### config.mk
export PLATFORM = sky130hd
export DESIGN_NAME = hb_gate_ctrl
export DESIGN_NICKNAME = d
export VERILOG_FILES = /design/src/rtl/hbg_pkg.sv /design/src/rtl/hbg_glitch_filter.sv /design/src/rtl/hbg_rearm.sv /design/src/rtl/hbg_dead_lock.sv /design/src/rtl/hb_gate_ctrl.sv
export SDC_FILE = /design/constraint.sdc
export NUM_CORES = 1
export LEC_CHECK = 0
export BUFFER_PORTS_ARGS = -buffer_cell sky130_fd_sc_hd__buf_4
export CORE_MARGIN = 2
export CORE_UTILIZATION = 35
export CTS_CLUSTER_SIZE = 30
export DETAILED_ROUTE_END_ITERATION = 7
export GPL_TIMING_DRIVEN = 0
export PLACE_DENSITY_LB_ADDON = 0.3
export SLEW_MARGIN = 10
export SYNTH_ARGS = -nofsm -noshare
export SYNTH_HDL_FRONTEND = slang
export SYNTH_SLANG_ARGS = --single-unit
### constraint.sdc
create_clock -name clk -period 1.7 [get_ports clk]
set_input_delay 0.425 -clock clk [delete_from_list [all_inputs] [get_ports clk]]
set_output_delay 0.425 -clock clk [all_outputs]
set_load 0.05 [all_outputs]
### src/rtl/hbg_pkg.sv
package hbg_pkg;
  typedef struct packed {
    logic hs;
    logic ls;
  } gate_pair_t;
endpackage

### src/rtl/hbg_glitch_filter.sv
module hbg_glitch_filter #(
  parameter int unsigned FILT_CYC = 4
) (
  input  logic clk,
  input  logic rst,
  input  logic din,
  output logic dout
);
  localparam int unsigned CW = $clog2(FILT_CYC + 1);
  localparam logic [CW-1:0] LAST = CW'(FILT_CYC - 1);

  logic [CW-1:0] run_q;

  // output moves only after din has differed from it for FILT_CYC samples
  always_ff @(posedge clk) begin
    if (rst) begin
      dout  <= 1'b0;
      run_q <= '0;
    end else if (din == dout) begin
      run_q <= '0;
    end else if (run_q == LAST) begin
      dout  <= din;
      run_q <= '0;
    end else begin
      run_q <= run_q + 1'b1;
    end
  end
endmodule

### src/rtl/hbg_rearm.sv
module hbg_rearm
  import hbg_pkg::*;
(
  input  logic       clk,
  input  logic       rst,
  input  logic       hs_ok,
  input  logic       ls_ok,
  input  logic       hin_f,
  input  logic       lin_f,
  output gate_pair_t req
);
  logic hin_q;
  logic armed_q;
  logic rise;

  always_comb begin
    rise   = hin_f & ~hin_q;
    req.hs = hin_f & hs_ok & ls_ok & (armed_q | rise);
    req.ls = lin_f & ls_ok;
  end

  always_ff @(posedge clk) begin
    if (rst) begin
      hin_q   <= 1'b0;
      armed_q <= 1'b0;
    end else begin
      hin_q   <= hin_f;
      armed_q <= hs_ok & (armed_q | rise);
    end
  end
endmodule

### src/rtl/hbg_dead_lock.sv
module hbg_dead_lock
  import hbg_pkg::*;
#(
  parameter int unsigned DEAD_CYC = 6
) (
  input  logic       clk,
  input  logic       rst,
  input  logic       bypass,
  input  gate_pair_t req,
  output gate_pair_t gate
);
  localparam int unsigned CW = $clog2(DEAD_CYC + 1);
  localparam logic [CW-1:0] RELOAD = CW'(DEAD_CYC - 1);

  logic [CW-1:0] dcnt_q;
  gate_pair_t    nxt;
  logic          idle;
  logic          drop;
  logic          clash;

  always_comb begin
    idle  = (dcnt_q == '0);
    clash = req.hs & req.ls;
    if (bypass) begin
      nxt = req;
    end else begin
      nxt.hs = req.hs & ~req.ls & ~gate.ls & (gate.hs | idle);
      nxt.ls = req.ls & ~req.hs & ~gate.hs & (gate.ls | idle);
    end
    drop = (gate.hs & ~nxt.hs) | (gate.ls & ~nxt.ls);
  end

  always_ff @(posedge clk) begin
    if (rst) begin
      gate   <= '0;
      dcnt_q <= '0;
    end else begin
      gate <= nxt;
      if (bypass)
        dcnt_q <= '0;
      else if (drop | clash)
        dcnt_q <= RELOAD;
      else if (!idle)
        dcnt_q <= dcnt_q - 1'b1;
    end
  end
endmodule

### src/rtl/hb_gate_ctrl.sv
module hb_gate_ctrl
  import hbg_pkg::*;
#(
  parameter int unsigned FILT_CYC = 4,
  parameter int unsigned DEAD_CYC = 6
) (
  input  logic clk,
  input  logic rst,
  input  logic hi_cmd,
  input  logic lo_cmd,
  input  logic hs_supply_ok,
  input  logic ls_supply_ok,
  input  logic no_guard,
  output logic hs_gate,
  output logic ls_gate
);
  localparam int unsigned NCH = 2;

  logic [NCH-1:0] cmd;
  logic [NCH-1:0] filt;
  logic           hin_filt;
  gate_pair_t     req;
  gate_pair_t     gate;

  assign cmd = {hi_cmd, lo_cmd};

  for (genvar i = 0; i < NCH; i++) begin : g_filt
    hbg_glitch_filter #(.FILT_CYC(FILT_CYC)) u_filt (
      .clk  (clk),
      .rst  (rst),
      .din  (cmd[i]),
      .dout (filt[i])
    );
  end

  assign hin_filt = filt[1];

  hbg_rearm u_rearm (
    .clk   (clk),
    .rst   (rst),
    .hs_ok (hs_supply_ok),
    .ls_ok (ls_supply_ok),
    .hin_f (hin_filt),
    .lin_f (filt[0]),
    .req   (req)
  );

  hbg_dead_lock #(.DEAD_CYC(DEAD_CYC)) u_dead (
    .clk    (clk),
    .rst    (rst),
    .bypass (no_guard),
    .req    (req),
    .gate   (gate)
  );

  assign hs_gate = gate.hs;
  assign ls_gate = gate.ls;
endmodule

==> results.md <==
Placement:
- The placer's final routability congestion estimate is 0.7179.
- The HPWL after detailed placement is 825.1 um.
- Buffers placed on the I/O ports in this run total 8.
- The worst setup slack after placement is 329.4 ps.

Clock tree:
- The CTS tree is done.
- The deepest clock path buffer count is 2.
- The clock insertion delay at the later pin of the skew report is 280 ps.
- The number of H-tree levels is 1.
- In this run, post-CTS hold repair placed 0 buffers.
- After clock tree synthesis, the setup repair step added 0 buffers.
- The root buffer cell is clkbuf_4.
- After clock tree synthesis, the repair step resized 0 gates.
- In this run, CTS created clock tree buffers numbering 3.
- The clock slew seen by the registers of the worst setup and hold paths is 100 ps.
- The number of sinks handled by clock tree synthesis is 15.

Drt:
- The number of detailed-route iterations in the first pass is 4.
- The highest metal layer carrying signal wires in the routed design is met4.
- For this block, the initial DRC count from the detailed router was 7.
- The detailed-routed wire length on met3 is 37 um.
- The detail route stage leaves a number of antenna-violating nets equal to 0.
- After detailed routing, the number of remaining DRC violations is 0.
- The detailed router placed 501 vias in this run.
- Detailed routing placed a total of 485 um of wire on met2.
- The routed metal-1 wire length is 493 um.
- After detailed routing, the number of vias per cell comes to 4.682.
- The routed wire length is 1033 um.
- The routed length per instance is 9.654 um.

Worst hold path:
- The worst min-delay path category is in -> reg.
- The worst hold path was traced through 2 stages.

Synthesis:
- During synthesis, Yosys emitted a total of 0 warnings.
- Synthesis handed over a netlist of 70 instances.
- Synthesis instantiated 22 different standard cells from the library.
- A synthesized cell averages 9.616 um^2.
- The mapped netlist covers 673.1 um^2.
- After synthesis the netlist holds a flip-flop and latch count of 15.
- Counting every net in the synthesized netlist gives 83.
- For this run, the register share of the synthesized area comes to 0.4461.

GRT:
- Entering global routing, the biggest net connects 10 pins.
- The initial antenna violation count was 0.
- The number of global-route vias before repair was 415.
- The global routing usage summed across all routing layers is 0.1144.
- The first global-routing pass estimated 1738 um of wire.
- The total grt overflow is 0.

Worst setup path:
- In this run the critical register-to-register path is launched from u_dead.dcnt_q[0].
- Along the worst path, the maximum fanout reaches 6.
- The critical register-to-register path endpoint is u_dead.gate[1].
- The capture point of the critical path is hs_gate.
- STA classifies the critical path startpoint as a flip-flop.
- On the critical path, the stage with the largest delay is an instance of dfxtp_1.
- The arrival time at the worst endpoint is 940 ps.
- The worst setup path is of the reg -> out kind.
- For this run, the slowest stage of the critical path takes 420 ps.
- The buffer and inverter count on the worst path is 1.
- Data on the critical path is required at its endpoint by 1270 ps.
- Traced cell by cell, the critical path runs through buf_4.
- The setup slack of the worst register-to-register path is 340 ps.
- Counting cells, the worst reg-to-reg path comes to 5.
- The startpoint of the most critical setup path is u_dead.gate[1].
- The worst setup path is captured at an output port.
- Grouping stages by cell kind, the critical path spends the most delay in flip-flops.
- The number of stages on the worst setup path is 1.

Floorplanning:
- The number of standard-cell rows in the floorplan is 15.
- The die is 47.86 um wide.
- The die is 47.86 um tall.
- The number of top-level pins is 9.
- The initial utilization of the core area, before any placement, comes to 0.3816.
- The core region is 1764 um^2.
- The floorplan step defined a die boundary enclosing 2290 um^2.

Power and ir drop:
- VDD sags by at most 0.0004482 V.
- Summed over all cells, the static leakage comes to 0.3213 nW.
- The total power consumption of the routed design is 606.1 uW.
- The power per unit of standard cell area is 765.3 nW/um^2.

Timing:
- The number of slew-limit violations in the final report is 0.
- In the post-route analysis, the smallest setup slack over all paths is 334.3 ps.
- Setup repair after global routing left no endpoint under its margin.
- The shortest period the worst path allows is 1366 ps.
- The part of the cycle the worst path needs is 0.8033.
- For the pin with the worst max-slew slack, the measured transition is 314.1 ps.
- Headroom to the max-slew limit came out at 0.7852.
- The clock skew after layout is 10.08 ps.
- The setup TNS after final layout is 0 ps.
- The fmax is 0.7322 GHz.
- The total of endpoints with negative setup slack in the final report is 0.
- The hold violation count in the final report is 0.

Status:
- The flow ran to the end, and the final reports show no timing, DRC or antenna violations.

Finish:
- Relative to the synthesized area, the layout overhead comes to 17.66%.
- The filler cells instantiated in the layout total 192.
- In the final layout, the share of cells above drive strength 1 is 0.1951.
- In the final layout, flip-flops and latches occupy 300.3 um^2.
- The repair_antennas step left the layout with diodes totalling 0.
- At the end of the flow, the number of nets in the layout was 96.
- The area occupied by multi-input gates is 339.1 um^2.

Flow run:
- The number of violations of the max-capacitance limit is 0.
## cell usage in the layout (no fill, tap or decap), types with 2 or more instances in the layout
master     n
a21oi_1    3
a41oi_1    2
buf_4      8
clkbuf_4   3
dfxtp_1   15
ha_1       6
inv_1      9
mux2i_1    4
nand2_1    2
nor2_1    10
nor2b_1    2
o21ai_0    2
or3_1      2
xnor2_1    3
## per-layer routing
metal,vias up,global-route usage
li1,263,-
met1,228,0.1461
met2,8,0.1627
met3,2,0.03396
met4,0,0.08108
met5,-,0
## Yosys cell counts
| cell | instances | share of area |
|---|---|---|
| a211oi_1 | 1 | 0.011 |
| a41oi_1 | 2 | 0.026 |
| nor2_1 | 10 | 0.056 |
| a21oi_1 | 3 | 0.022 |
| o221ai_1 | 1 | 0.013 |
| dfxtp_1 | 15 | 0.45 |
| and4_1 | 1 | 0.013 |
| o21ai_0 | 2 | 0.015 |
| or3b_4 | 1 | 0.017 |
| nor2b_1 | 2 | 0.019 |
| or3_1 | 2 | 0.019 |
| ha_1 | 6 | 0.11 |
| xnor2_1 | 3 | 0.039 |
| nand2_1 | 2 | 0.011 |
| mux2i_1 | 4 | 0.059 |
| nor3b_1 | 1 | 0.011 |
| nand3_2 | 1 | 0.015 |
| or2_2 | 1 | 0.0093 |
| a2111oi_0 | 1 | 0.013 |
| and2b_2 | 1 | 0.013 |
| inv_1 | 9 | 0.050 |
| a21boi_0 | 1 | 0.011 |
## per-stage QoR
stage	instances	cell area [um^2]	util	hold WS, ps
floorplan	70	673.1	-	399.0
global placement	103	764.5	0.4333	407.7
detailed placement	103	764.5	0.4333	414.5
CTS	107	792.0	0.4489	359.9
global route	107	792.0	0.4489	366.2
finish	107	792.0	0.4489	357.1
## cell type report
type,count,area share
multi-input combinational,46,0.4281
tap,25,0.03949
sequential,15,0.3791
timing repair buffer,8,0.07583
clock buffer,3,0.02844
clock inverter,1,0.006319
inverter,9,0.04265
## logic make-up after synthesis
family,count (synthesis),share of synthesized area
and+or+nand+nor,22,0.1822
muxes,4,0.05948
adders and majority gates,6,0.1115
buffers and inverters,9,0.05018
xor gates and xnor gates,3,0.03904
DFF,15,0.4461
AOI/OAI and AO/OA,11,0.1115
## worst min-delay path by stage
stage	slack, ps	start	to
after floorplan	400	g_filt[0].u_filt.run_q[0]	g_filt[0].u_filt.run_q[0]
after global placement	410	g_filt[1].u_filt.run_q[0]	g_filt[1].u_filt.run_q[0]
after detailed placement	410	g_filt[0].u_filt.run_q[0]	g_filt[0].u_filt.run_q[0]
after CTS	360	rst	u_dead.gate[0]
after global routing	370	rst	u_dead.gate[0]
final	360	rst	u_dead.gate[0]
## flip-flops by register name, indices dropped and copies added, names as in the netlist
name	flops
g_filt.u_filt.dout	2
g_filt.u_filt.run_q	6
u_rearm.armed_q	1
u_rearm.hin_q	1
u_dead.dcnt_q	3
u_dead.gate	2
## power breakdown
group	leakage [nW]	internal, mW	switching, mW
registers	0.121	0.358	0.00295
logic	0.182	0.0221	0.0195
clock network	0.0177	0.0872	0.117
total	0.321	0.467	0.139
(Power assumes the default switching activity.)
